<file path="src/rtl/eau_pkg.sv">
package eau_pkg;

   localparam logic [3:0] MD_IMM    = 4'd0;
   localparam logic [3:0] MD_DIR    = 4'd1;
   localparam logic [3:0] MD_IND    = 4'd2;
   localparam logic [3:0] MD_REG    = 4'd3;
   localparam logic [3:0] MD_RIND   = 4'd4;
   localparam logic [3:0] MD_DISP   = 4'd5;
   localparam logic [3:0] MD_PCREL  = 4'd6;
   localparam logic [3:0] MD_BASE   = 4'd7;
   localparam logic [3:0] MD_PREIX  = 4'd8;
   localparam logic [3:0] MD_POSTIX = 4'd9;
   localparam logic [3:0] MD_STACK  = 4'd10;

   typedef enum logic [1:0] {
      SRC_INSN = 2'd0,
      SRC_REG  = 2'd1,
      SRC_MEM  = 2'd2,
      SRC_NONE = 2'd3
   } eau_src_e;

   typedef struct packed {
      logic     illegal;
      logic     need_mem;
      logic     two_step;
      logic     post_add;
      logic     idx_mode;
      eau_src_e src;
   } eau_plan_t;

   function automatic eau_plan_t eau_decode(input logic [3:0] m);
      eau_plan_t p;
      p = '{illegal: 1'b0, need_mem: 1'b1, two_step: 1'b0, post_add: 1'b0,
            idx_mode: 1'b0, src: SRC_MEM};
      case (m)
         MD_IMM:    begin p.need_mem = 1'b0; p.src = SRC_INSN; end
         MD_REG:    begin p.need_mem = 1'b0; p.src = SRC_REG; end
         MD_IND:    p.two_step = 1'b1;
         MD_PREIX:  begin p.two_step = 1'b1; p.idx_mode = 1'b1; end
         MD_POSTIX: begin p.two_step = 1'b1; p.idx_mode = 1'b1; p.post_add = 1'b1; end
         MD_DIR, MD_RIND, MD_DISP, MD_PCREL, MD_BASE, MD_STACK: ;
         default:   begin p.illegal = 1'b1; p.need_mem = 1'b0; p.src = SRC_NONE; end
      endcase
      return p;
   endfunction

endpackage

</file>
<file path="src/rtl/eau_regfile.sv">
module eau_regfile #(
   parameter int WORD_W = 16,
   parameter int NREG   = 8,
   parameter int IDX_W  = $clog2(NREG)
) (
   input  logic              clk,
   input  logic              rst_n,
   input  logic              wr_en_i,
   input  logic [IDX_W-1:0]  wr_idx_i,
   input  logic [WORD_W-1:0] wr_data_i,
   input  logic              inc_en_i,
   input  logic [IDX_W-1:0]  inc_idx_i,
   input  logic [IDX_W-1:0]  rd_idx_i,
   output logic [WORD_W-1:0] rd_data_o,
   output logic [WORD_W-1:0] sp_data_o
);

   logic [WORD_W-1:0] reg_arr [NREG];

   for (genvar r = 0; r < NREG; r++) begin : g_reg
      logic [WORD_W-1:0] val_q;
      always_ff @(posedge clk) begin
         if (!rst_n)
            val_q <= '0;
         else if (wr_en_i && (wr_idx_i == IDX_W'(r)))
            val_q <= wr_data_i;
         else if (inc_en_i && (inc_idx_i == IDX_W'(r)))
            val_q <= val_q + WORD_W'(1);
      end
      assign reg_arr[r] = val_q;
   end

   assign rd_data_o = reg_arr[rd_idx_i];
   assign sp_data_o = reg_arr[NREG-1];

endmodule

</file>
<file path="src/rtl/eau_addr_calc.sv">
module eau_addr_calc
   import eau_pkg::*;
#(
   parameter int WORD_W  = 16,
   parameter int FIELD_W = 8,
   parameter int IDX_W   = 3
) (
   input  logic [3:0]         mode_i,
   input  logic [FIELD_W-1:0] field_i,
   input  logic [IDX_W-1:0]   sel_i,
   input  logic [WORD_W-1:0]  reg_val_i,
   input  logic [WORD_W-1:0]  sp_val_i,
   input  logic [WORD_W-1:0]  pc_i,
   output eau_plan_t          plan_o,
   output logic [WORD_W-1:0]  addr1_o,
   output logic [WORD_W-1:0]  nomem_ea_o,
   output logic [WORD_W-1:0]  nomem_op_o
);

   localparam int EXT_W = WORD_W - FIELD_W;
   localparam int SEL_PAD = WORD_W - IDX_W;

   logic [WORD_W-1:0] field_sx, field_zx, sel_zx;

   assign field_sx = {{EXT_W{field_i[FIELD_W-1]}}, field_i};
   assign field_zx = {{EXT_W{1'b0}}, field_i};
   assign sel_zx   = {{SEL_PAD{1'b0}}, sel_i};
   assign plan_o   = eau_decode(mode_i);

   always_comb begin
      case (mode_i)
         MD_DIR, MD_IND, MD_POSTIX: addr1_o = field_zx;
         MD_RIND:                   addr1_o = reg_val_i;
         MD_DISP, MD_PREIX:         addr1_o = reg_val_i + field_zx;
         MD_PCREL:                  addr1_o = pc_i + field_sx;
         MD_BASE:                   addr1_o = reg_val_i + field_sx;
         MD_STACK:                  addr1_o = sp_val_i;
         default:                   addr1_o = '0;
      endcase
   end

   always_comb begin
      if (mode_i == MD_REG) begin
         nomem_ea_o = sel_zx;
         nomem_op_o = reg_val_i;
      end else begin
         nomem_ea_o = field_sx;
         nomem_op_o = field_sx;
      end
   end

endmodule

</file>
<file path="src/rtl/eau_seq.sv">
module eau_seq
   import eau_pkg::*;
#(
   parameter int WORD_W = 16,
   parameter int IDX_W  = 3
) (
   input  logic              clk,
   input  logic              rst_n,
   input  logic              start_i,
   input  eau_plan_t         plan_i,
   input  logic [WORD_W-1:0] addr1_i,
   input  logic [WORD_W-1:0] nomem_ea_i,
   input  logic [WORD_W-1:0] nomem_op_i,
   input  logic [WORD_W-1:0] reg_val_i,
   input  logic [IDX_W-1:0]  sel_i,
   input  logic              mem_ack_i,
   input  logic [WORD_W-1:0] mem_rdata_i,
   output logic              mem_req_o,
   output logic [WORD_W-1:0] mem_addr_o,
   output logic              done_o,
   output logic              illegal_o,
   output logic [1:0]        src_o,
   output logic [WORD_W-1:0] ea_o,
   output logic [WORD_W-1:0] operand_o,
   output logic              busy_o,
   output logic              inc_req_o,
   output logic [IDX_W-1:0]  inc_idx_o
);

   typedef enum logic [1:0] {ST_IDLE, ST_ACC1, ST_ACC2} st_e;

   st_e               st_q;
   logic              req_q, done_q, ill_q, two_q, post_q, idxm_q;
   logic [WORD_W-1:0] addr_q, ea_q, op_q, idxv_q;
   logic [IDX_W-1:0]  sel_q;
   eau_src_e          src_q;
   logic              final_ack;

   assign final_ack = mem_ack_i &&
                      ((st_q == ST_ACC2) || ((st_q == ST_ACC1) && !two_q));

   always_ff @(posedge clk) begin
      if (!rst_n) begin
         st_q   <= ST_IDLE;
         req_q  <= 1'b0;
         done_q <= 1'b0;
         ill_q  <= 1'b0;
         two_q  <= 1'b0;
         post_q <= 1'b0;
         idxm_q <= 1'b0;
         addr_q <= '0;
         ea_q   <= '0;
         op_q   <= '0;
         idxv_q <= '0;
         sel_q  <= '0;
         src_q  <= SRC_INSN;
      end else begin
         done_q <= 1'b0;
         ill_q  <= 1'b0;
         case (st_q)
            ST_IDLE: begin
               if (start_i) begin
                  sel_q  <= sel_i;
                  idxv_q <= reg_val_i;
                  two_q  <= plan_i.two_step;
                  post_q <= plan_i.post_add;
                  idxm_q <= plan_i.idx_mode;
                  if (plan_i.illegal) begin
                     done_q <= 1'b1;
                     ill_q  <= 1'b1;
                     src_q  <= SRC_NONE;
                     ea_q   <= '0;
                     op_q   <= '0;
                  end else if (!plan_i.need_mem) begin
                     done_q <= 1'b1;
                     src_q  <= plan_i.src;
                     ea_q   <= nomem_ea_i;
                     op_q   <= nomem_op_i;
                  end else begin
                     req_q  <= 1'b1;
                     addr_q <= addr1_i;
                     st_q   <= ST_ACC1;
                  end
               end
            end
            ST_ACC1, ST_ACC2: begin
               if (final_ack) begin
                  req_q  <= 1'b0;
                  done_q <= 1'b1;
                  src_q  <= SRC_MEM;
                  ea_q   <= addr_q;
                  op_q   <= mem_rdata_i;
                  st_q   <= ST_IDLE;
               end else if (mem_ack_i) begin
                  addr_q <= post_q ? (mem_rdata_i + idxv_q) : mem_rdata_i;
                  st_q   <= ST_ACC2;
               end
            end
            default: st_q <= ST_IDLE;
         endcase
      end
   end

   assign mem_req_o  = req_q;
   assign mem_addr_o = addr_q;
   assign done_o     = done_q;
   assign illegal_o  = ill_q;
   assign src_o      = src_q;
   assign ea_o       = ea_q;
   assign operand_o  = op_q;
   assign busy_o     = (st_q != ST_IDLE);
   assign inc_req_o  = final_ack && idxm_q;
   assign inc_idx_o  = sel_q;

endmodule

</file>
<file path="src/rtl/ea_unit.sv">
module ea_unit
   import eau_pkg::*;
#(
   parameter int WORD_W     = 16,
   parameter int FIELD_W    = 8,
   parameter int NREG       = 8,
   parameter int AUTOINC_EN = 1,
   localparam int IDX_W     = $clog2(NREG)
) (
   input  logic               clk,
   input  logic               rst_n,
   input  logic               start_i,
   input  logic [3:0]         mode_i,
   input  logic [FIELD_W-1:0] field_i,
   input  logic [IDX_W-1:0]   reg_sel_i,
   input  logic [WORD_W-1:0]  pc_i,
   input  logic               wr_en_i,
   input  logic [IDX_W-1:0]   wr_idx_i,
   input  logic [WORD_W-1:0]  wr_data_i,
   output logic               mem_req_o,
   output logic [WORD_W-1:0]  mem_addr_o,
   input  logic               mem_ack_i,
   input  logic [WORD_W-1:0]  mem_rdata_i,
   output logic               done_o,
   output logic               illegal_o,
   output logic [1:0]         src_o,
   output logic [WORD_W-1:0]  ea_o,
   output logic [WORD_W-1:0]  operand_o,
   output logic               busy_o
);

   if (FIELD_W >= WORD_W) begin : g_bad_field
      $error("ea_unit: FIELD_W must be narrower than WORD_W");
   end
   if ((NREG < 2) || (NREG != (1 << IDX_W))) begin : g_bad_nreg
      $error("ea_unit: NREG must be a power of two of at least 2");
   end
   if (IDX_W >= WORD_W) begin : g_bad_idx
      $error("ea_unit: register selector wider than the word");
   end

   eau_plan_t         plan;
   logic [WORD_W-1:0] reg_val, sp_val, addr1, nomem_ea, nomem_op;
   logic              inc_req, inc_en;
   logic [IDX_W-1:0]  inc_idx;

   eau_regfile #(.WORD_W(WORD_W), .NREG(NREG), .IDX_W(IDX_W)) rf_i (
      .clk(clk), .rst_n(rst_n),
      .wr_en_i(wr_en_i), .wr_idx_i(wr_idx_i), .wr_data_i(wr_data_i),
      .inc_en_i(inc_en), .inc_idx_i(inc_idx),
      .rd_idx_i(reg_sel_i), .rd_data_o(reg_val), .sp_data_o(sp_val)
   );

   eau_addr_calc #(.WORD_W(WORD_W), .FIELD_W(FIELD_W), .IDX_W(IDX_W)) calc_i (
      .mode_i(mode_i), .field_i(field_i), .sel_i(reg_sel_i),
      .reg_val_i(reg_val), .sp_val_i(sp_val), .pc_i(pc_i),
      .plan_o(plan), .addr1_o(addr1), .nomem_ea_o(nomem_ea), .nomem_op_o(nomem_op)
   );

   eau_seq #(.WORD_W(WORD_W), .IDX_W(IDX_W)) seq_i (
      .clk(clk), .rst_n(rst_n), .start_i(start_i), .plan_i(plan),
      .addr1_i(addr1), .nomem_ea_i(nomem_ea), .nomem_op_i(nomem_op),
      .reg_val_i(reg_val), .sel_i(reg_sel_i),
      .mem_ack_i(mem_ack_i), .mem_rdata_i(mem_rdata_i),
      .mem_req_o(mem_req_o), .mem_addr_o(mem_addr_o),
      .done_o(done_o), .illegal_o(illegal_o), .src_o(src_o),
      .ea_o(ea_o), .operand_o(operand_o), .busy_o(busy_o),
      .inc_req_o(inc_req), .inc_idx_o(inc_idx)
   );

   if (AUTOINC_EN != 0) begin : g_autoinc
      assign inc_en = inc_req;
   end else begin : g_no_autoinc
      assign inc_en = 1'b0 & inc_req;
   end

endmodule

</file>
<file path="config.mk">
export PLATFORM = sky130hd
export DESIGN_NAME = ea_unit
export DESIGN_NICKNAME = d
export VERILOG_FILES = /design/src/rtl/eau_pkg.sv /design/src/rtl/eau_regfile.sv /design/src/rtl/eau_addr_calc.sv /design/src/rtl/eau_seq.sv /design/src/rtl/ea_unit.sv
export SDC_FILE = /design/constraint.sdc
export NUM_CORES = 1
export LEC_CHECK = 0
export BUFFER_PORTS_ARGS = -buffer_cell sky130_fd_sc_hd__buf_2
export CORE_ASPECT_RATIO = 1.5
export CORE_MARGIN = 4
export CORE_UTILIZATION = 60
export CTS_BUF_LIST = sky130_fd_sc_hd__clkbuf_2
export DETAILED_ROUTE_END_ITERATION = 10
export PLACE_DENSITY = 0.8
export RECOVER_POWER = 25
export SLEW_MARGIN = 10
export SYNTH_ARGS = -nofsm -noshare
export SYNTH_HDL_FRONTEND = slang
export SYNTH_SLANG_ARGS = --single-unit
</file>
<file path="constraint.sdc">
create_clock -name clk -period 9.1 [get_ports clk]
set_input_delay 2.275 -clock clk [delete_from_list [all_inputs] [get_ports clk]]
set_output_delay 2.275 -clock clk [all_outputs]
set_load 0.03 [all_outputs]
</file>
==> results.ini, run 1 <==
[power_and_ir_drop]
seq_power_share = 0.411
netSwitchingPower_w = 0.00118
power_w = 0.00273
clkPwrFrac = 0.228
vdd_ir_drop_max_mv = 0.107
switching_share = 0.432
p_per_area_nw_per_um2 = 188
p_int_w = 0.00155
leakage_nw = 5.60
combinationalPowerShare = 0.361

[cts]
cts_tree = built
root_buffer = clkbuf_2
post-cts-setup-buffers = 0
clock_sinks = 205
cts_buffers = 49
clk_latency_ns = 0.89
clk_pin_slew_worst_paths_ns = 0.11
htree_levels = 2
cts_resized = 0
clk_path_buf_depth = 3
postCtsHoldBufs = 0

[synth]
ys.flop_type = dfxtp_1
yosysWarnings = 0
syn_inst = 1628
yosysUniqueCellTypes = 75
synth_top_area_share = 0.306
netlist_top_cells_count = nor2_1, dfxtp_1, a21oi_1
synth_edf_count = 0
synth_area_leaders = dfxtp_1, a211oi_1, nor2_1, xor2_1, a21oi_1
syn_area_per_cell_um2 = 8.25
synth_nets = 1752
yosysMostFrequentCell = nor2_1
ys_ff_latch = 205
yosysTopAreaCell = dfxtp_1
async_flop_share = 0
netlist_area_um2 = 13400
yosysSeqAreaShare = 0.306

[placement]
finalWeightedCongestion = 1.01
port_buffers = 124
pre_cts_ws_ns = 2.60
dpl.hpwl_um = 34100

[die]
ios = 125
fp.dieW_um = 130
start_util = 0.613
die-area_um2 = 24900
core_area_um2 = 21900
rows = 66
die_h_um = 191

[finish]
fillCellCount = 1923
layout-drive-gt1-share = 0.152
fin_nets = 1835
area_growth_pct = 7.92

[setup_path]
cp-start-kind = primary input
rr_worst_depth = 13
reg2reg_to = seq_i.mem_addr_o[14]
crit_type = in -> reg
reg2reg_from = rf_i.sp_data_o[0]
arrival_ns = 7.20
cp.required_ns = 9.81
endpoint = rf_i.g_reg[4].val_q[1]
end_kind = register
rrSetupSlack_ns = 5.11
cp-startpoint = rst_n
cp_max_fo = 101

[route]
drcViolationCount = 1
wl_met2_um = 22900
route.met3.wl_um = 3760
dr.first_iter.drc_count = 1346
met1_length_um = 15800
dr.pass1.iters = 11
wl_per_cell_um = 23.2
num_vias = 13473
highest_layer = met4
routed_wl_um = 46800
viasPerCell = 6.67
drtAntennaViolNets = 0

[timing]
finalCritPeriodShare = 0.712
min_period_ns = 6.48
clock_skew_ns = 0.0642
setup_slack_ns = 2.62
worstMarginPinSlew_ns = 3.13
final_max_slew_viol_count = 175
final_hold_viol_count = 0
fmax_mhz = 154
rsz0062_at_grt = false
relSlewSlack = -1.09
tns_ns = 0
setup_viol = 0

[global_routing]
grtUsageTotal = 0.371
grt_pass1_vias = 12986
grt_max_degree = 102
grt_pass1_wl_um = 71100
antenna_found_initial = 2
overflow = 0

[hold_path]
hp-class = reg -> reg

[status]
status = finished with violations
violations = design-rule violations, max-capacitance violations, max-slew violations

[run]
cap_violations = 2

[critical path, stage by stage]
cell      delay [ns]
buf_2           0.07
clkbuf_1        2.20
inv_4           0.61
clkbuf_2        1.28
a311oi_1        0.63
[cells by family after synthesis]
group           synth area share
mux                       0.0872
fa+ha+maj                 0.0511
simple gates               0.190
flops                      0.306
xor+xnor                  0.0927
buf+inv                   0.0434
compound gates             0.230
[metrics by stage]
step | instance area [um^2] | utilization | instances | hold slack [ns]
finish | 14500 | 0.662 | 2020 | 0.485
detailed placement | 14000 | 0.642 | 1932 | 0.467
global route | 14500 | 0.662 | 2020 | 0.508
global placement | 14000 | 0.642 | 1932 | 0.458
floorplan | 13400 | - | 1628 | 0.440
CTS | 14500 | 0.662 | 2018 | 0.483
[routing by layer]
| layer | up-vias | track usage |
|---|---|---|
| met2 | 737 | 0.633 |
| li1 | 6222 | - |
| met4 | 0 | 0.288 |
| met5 | - | 0 |
| met3 | 249 | 0.0805 |
| met1 | 6265 | 0.389 |
[cell usage in the layout, fill, tap and decap left out, drive strengths merged, types with 27 or more instances in the layout]
cell      n
ha       50
mux4     32
xor2     87
nor2    207
clkbuf   73
dfxtp   205
nand4    34
xnor2    55
inv      27
a211oi  117
nor3     31
o21ai   119
nand3    46
a21oi   128
buf     136
nand2   127
[flip-flops by register name, indices dropped and copies added (netlist names)]
register	count
rf_i.sp_data_o	16
seq_i.inc_idx_o	3
seq_i.idxm_q	1
seq_i.src_o	2
seq_i.idxv_q	16
seq_i.post_q	1
seq_i.ea_o	16
seq_i.done_o	1
seq_i.two_q	1
rf_i.g.val_q	112
seq_i.operand_o	16
seq_i.illegal_o	1
seq_i.st_q	2
seq_i.mem_addr_o	16
seq_i.mem_req_o	1
[power groups by stage]
stage / sequential, W / combinational (W) / clock, W
2_1_floorplan: 0.00124 / 0.000533 / 0
3_3_place_gp: 0.00114 / 0.000946 / 0
3_5_place_dp: 0.00114 / 0.000956 / 0
4_1_cts: 0.00112 / 0.000960 / 0.000628
5_1_grt: 0.00113 / 0.00106 / 0.000671
6_report: 0.00112 / 0.000986 / 0.000622
[final cells by class]
class	count	area (um^2)	share of cell area
clock inverters	17	95.1	0.00656
clock buffers	69	345	0.0238
well taps	272	340	0.0235
repair buffers	140	729	0.0504
multi-input cells	1288	8760	0.605
flip-flops and latches	205	4100	0.283
inverters	27	104	0.00717
diodes	2	5.00	0.000345
[how the worst min path moves through the flow]
stage / slack (ns) / start / end / cells after the start
after floorplan: 0.44 / seq_i.idxv_q[8] / seq_i.idxv_q[8] / 2
after global placement: 0.46 / seq_i.inc_idx_o[2] / seq_i.inc_idx_o[2] / 2
after detailed placement: 0.47 / seq_i.inc_idx_o[2] / seq_i.inc_idx_o[2] / 2
after CTS: 0.48 / seq_i.inc_idx_o[2] / seq_i.inc_idx_o[2] / 2
after global routing: 0.51 / seq_i.inc_idx_o[2] / seq_i.inc_idx_o[2] / 2
final: 0.48 / seq_i.inc_idx_o[2] / seq_i.inc_idx_o[2] / 2
(Power assumes the default switching activity.)
==> run 2, diff against run 1 <==
--- a/config.mk
+++ b/config.mk
@@ -8,10 +8,10 @@
 export BUFFER_PORTS_ARGS = -buffer_cell sky130_fd_sc_hd__buf_2
 export CORE_ASPECT_RATIO = 1.5
 export CORE_MARGIN = 4
-export CORE_UTILIZATION = 60
+export CORE_UTILIZATION = 56
 export CTS_BUF_LIST = sky130_fd_sc_hd__clkbuf_2
 export DETAILED_ROUTE_END_ITERATION = 10
-export PLACE_DENSITY = 0.8
+export PLACE_DENSITY = 0.79
 export RECOVER_POWER = 25
 export SLEW_MARGIN = 10
 export SYNTH_ARGS = -nofsm -noshare
==> constraint.sdc (replaced) <==
create_clock -name clk -period 5.55 [get_ports clk]
set_input_delay 1.3875 -clock clk [delete_from_list [all_inputs] [get_ports clk]]
set_output_delay 1.3875 -clock clk [all_outputs]
set_load 0.03 [all_outputs]
==> run 2 against run 1 <==
Effect of this change: the run ends with max-capacitance violations, max-slew violations left; largest power group unchanged; final cell count increased by 2.6%; clock power increased by 52%; power increased by 61%; clock skew decreased by 0.020 ns; via count increased by 0.62%; worst setup slack got worse by 1.5 ns; non-clock buffer count increased by 15; worst hold slack got worse by 0.019 ns; sequential power increased by 63%; critical path type unchanged.
==> results.ini, run 2 (synthesis gave the netlist of run 1 again) <==
[status]
status = finished with violations
violations = max-capacitance violations, max-slew violations

[route]
viasPerCell = 6.54  ; -1.9%
num_vias = 13556  ; +0.62%
dr.first_iter.drc_count = 1411  ; +4.8%
routed_wl_um = 47300  ; +1.1%
drtAntennaViolNets = 0  ; unchanged
drcViolationCount = 0  ; -1
dr.pass1.iters = 9  ; -2
wl_per_cell_um = 22.8  ; -1.4%

[finish]
top_register = rf_i.g.val_q
largest_register_ffs = 112  ; unchanged
mostFrequentLayoutCells = nor2_1, dfxtp_1, a21oi_1
fillCellCount = 2165  ; +13%
layout.cells.non_filler = 2072  ; +2.6%
area_growth_pct = 8.73
fin_nets = 1851  ; +0.87%
layout-drive-gt1-share = 0.159  ; +0.00690
final_common_cell = nor2_1
postLayoutCoreUtil = 0.617  ; -0.0450

[setup_path]
cp-startpoint = reg_sel_i[0]
cp.required_ns = 6.26  ; -3.55 ns
end_kind = register
reg2reg_from = rf_i.sp_data_o[0]
crit_type = in -> reg
arrival_ns = 5.13  ; -2.07 ns
reg2reg_to = seq_i.mem_addr_o[14]
endpoint = seq_i.mem_addr_o[14]
rr_worst_depth = 13  ; unchanged
cp-start-kind = primary input
rrSetupSlack_ns = 1.67  ; -3.44 ns
cp_max_fo = 11  ; -89%

[die]
die-area_um2 = 26600  ; +6.8%
die_h_um = 198  ; +3.4%
core_area_um2 = 23700  ; +8.1%
fp.dieW_um = 134  ; +3.3%
start_util = 0.567  ; -0.0459
rows = 69  ; +4.5%
ios = 125  ; unchanged

[placement]
finalWeightedCongestion = 1.05  ; +3.8%
post-place-cells = 1994  ; +3.2%
port_buffers = 124  ; unchanged
dpl.hpwl_um = 35100  ; +3.0%

[cts]
postCtsHoldBufs = 0  ; unchanged
cts_resized = 0  ; unchanged
root_buffer = clkbuf_2
htree_levels = 2  ; unchanged
clock_sinks = 205  ; unchanged
clk_path_buf_depth = 3  ; unchanged
post-cts-setup-buffers = 0  ; unchanged
clk_pin_slew_worst_paths_ns = 0.10  ; about the same
clk_latency_ns = 0.88  ; about the same
cts_tree = built
cts_buffers = 50  ; +2.0%

[timing]
final_max_slew_viol_count = 139  ; -21%
worstMarginPinSlew_ns = 2.34  ; -0.787 ns
relSlewSlack = -0.561  ; +0.525
min_period_ns = 4.42
finalCritPeriodShare = 0.796
fmax_mhz = 226
setup_viol = 0  ; unchanged
final_hold_viol_count = 0  ; unchanged
clock_skew_ns = 0.0442  ; -0.0200 ns
tns_ns = 0  ; unchanged
rsz0062_at_grt = false

[hold_path]
hp-class = reg -> reg

[global_routing]
overflow = 0  ; unchanged
grt_pass1_vias = 12989  ; +0.023%
grtUsageTotal = 0.351  ; -0.0198
antenna_found_initial = 2  ; unchanged
grt_max_degree = 72  ; -29%
grt_pass1_wl_um = 72100  ; +1.5%

[power_and_ir_drop]
combinationalPowerShare = 0.370  ; +0.009
vdd_ir_drop_max_mv = 0.200  ; +87%
switching_share = 0.433  ; about the same
clkPwrFrac = 0.215  ; -0.013
netSwitchingPower_w = 0.00190  ; +61%
seq_power_share = 0.415  ; +0.004
leakage_nw = 5.64  ; +0.77%
p_int_w = 0.00250  ; +61%
p_per_area_nw_per_um2 = 302  ; +60%

[run]
cap_violations = 3  ; +1

-- run 2: through the flow --
step           hold slack, ns  total power (W)  instance area (um^2)  worst slack [ns]
2_1_floorplan           0.440          0.00291                 13400             0.417
3_3_place_gp            0.454          0.00343                 14200             0.453
3_5_place_dp            0.454          0.00345                 14200             0.309
4_1_cts                 0.468          0.00439                 14600              1.23
5_1_grt                 0.493          0.00462                 14600             0.790
6_report                0.465          0.00440                 14600              1.13
-- run 2: how the worst min path moves through the flow --
stage / startpoint / to / slack [ns] / cells past startpoint
3_3_place_gp: seq_i.idxv_q[8] / seq_i.idxv_q[8] / 0.45 / 2
6_report: seq_i.idxv_q[8] / seq_i.idxv_q[8] / 0.47 / 2
2_1_floorplan: seq_i.idxv_q[8] / seq_i.idxv_q[8] / 0.44 / 2
4_1_cts: seq_i.idxv_q[8] / seq_i.idxv_q[8] / 0.47 / 2
5_1_grt: seq_i.idxv_q[8] / seq_i.idxv_q[8] / 0.49 / 2
3_5_place_dp: seq_i.idxv_q[8] / seq_i.idxv_q[8] / 0.45 / 2
-- run 2: cell type report --
type	instances	area [um^2]	area share
multi-input combinational	1288	8760	0.600
sequential	205	4100	0.281
timing repair buffer	155	845	0.0579
tap	319	399	0.0273
clock buffer	69	345	0.0237
inverter	27	103	0.00703
clock inverter	8	36.3	0.00249
antenna	1	2.50	0.000171
-- run 2: worst max-delay path: stages --
cell	delay (ns)
buf_2	0.33
mux4_2	0.55
mux2i_1	0.30
o21ai_0	0.15
ha_1	0.24
fa_1	0.43
a211oi_1	0.36
o21ai_0	0.18
and3_1	0.19
nor3_1	0.26
o21ai_0	0.16
xor2_1	0.17
a221oi_1	0.33
a311oi_1	0.08
-- run 2: metal layers --
metal  global-route usage  routed length (um)  vias up
li1                     -                   -     6230
met1                0.372               16100     6347
met2                0.601               22800      703
met3               0.0624                3290      274
met4                0.300                5040        2
met5                    0                  11        -
-- run 2: power groups by stage --
stage                     combinational [W]  clock (W)  sequential, W
final                               0.00163   0.000946        0.00183
after global routing                0.00175    0.00103        0.00184
after CTS                           0.00160   0.000966        0.00182
after detailed placement            0.00160          0        0.00186
after global placement              0.00158          0        0.00185
after floorplan                    0.000874          0        0.00204
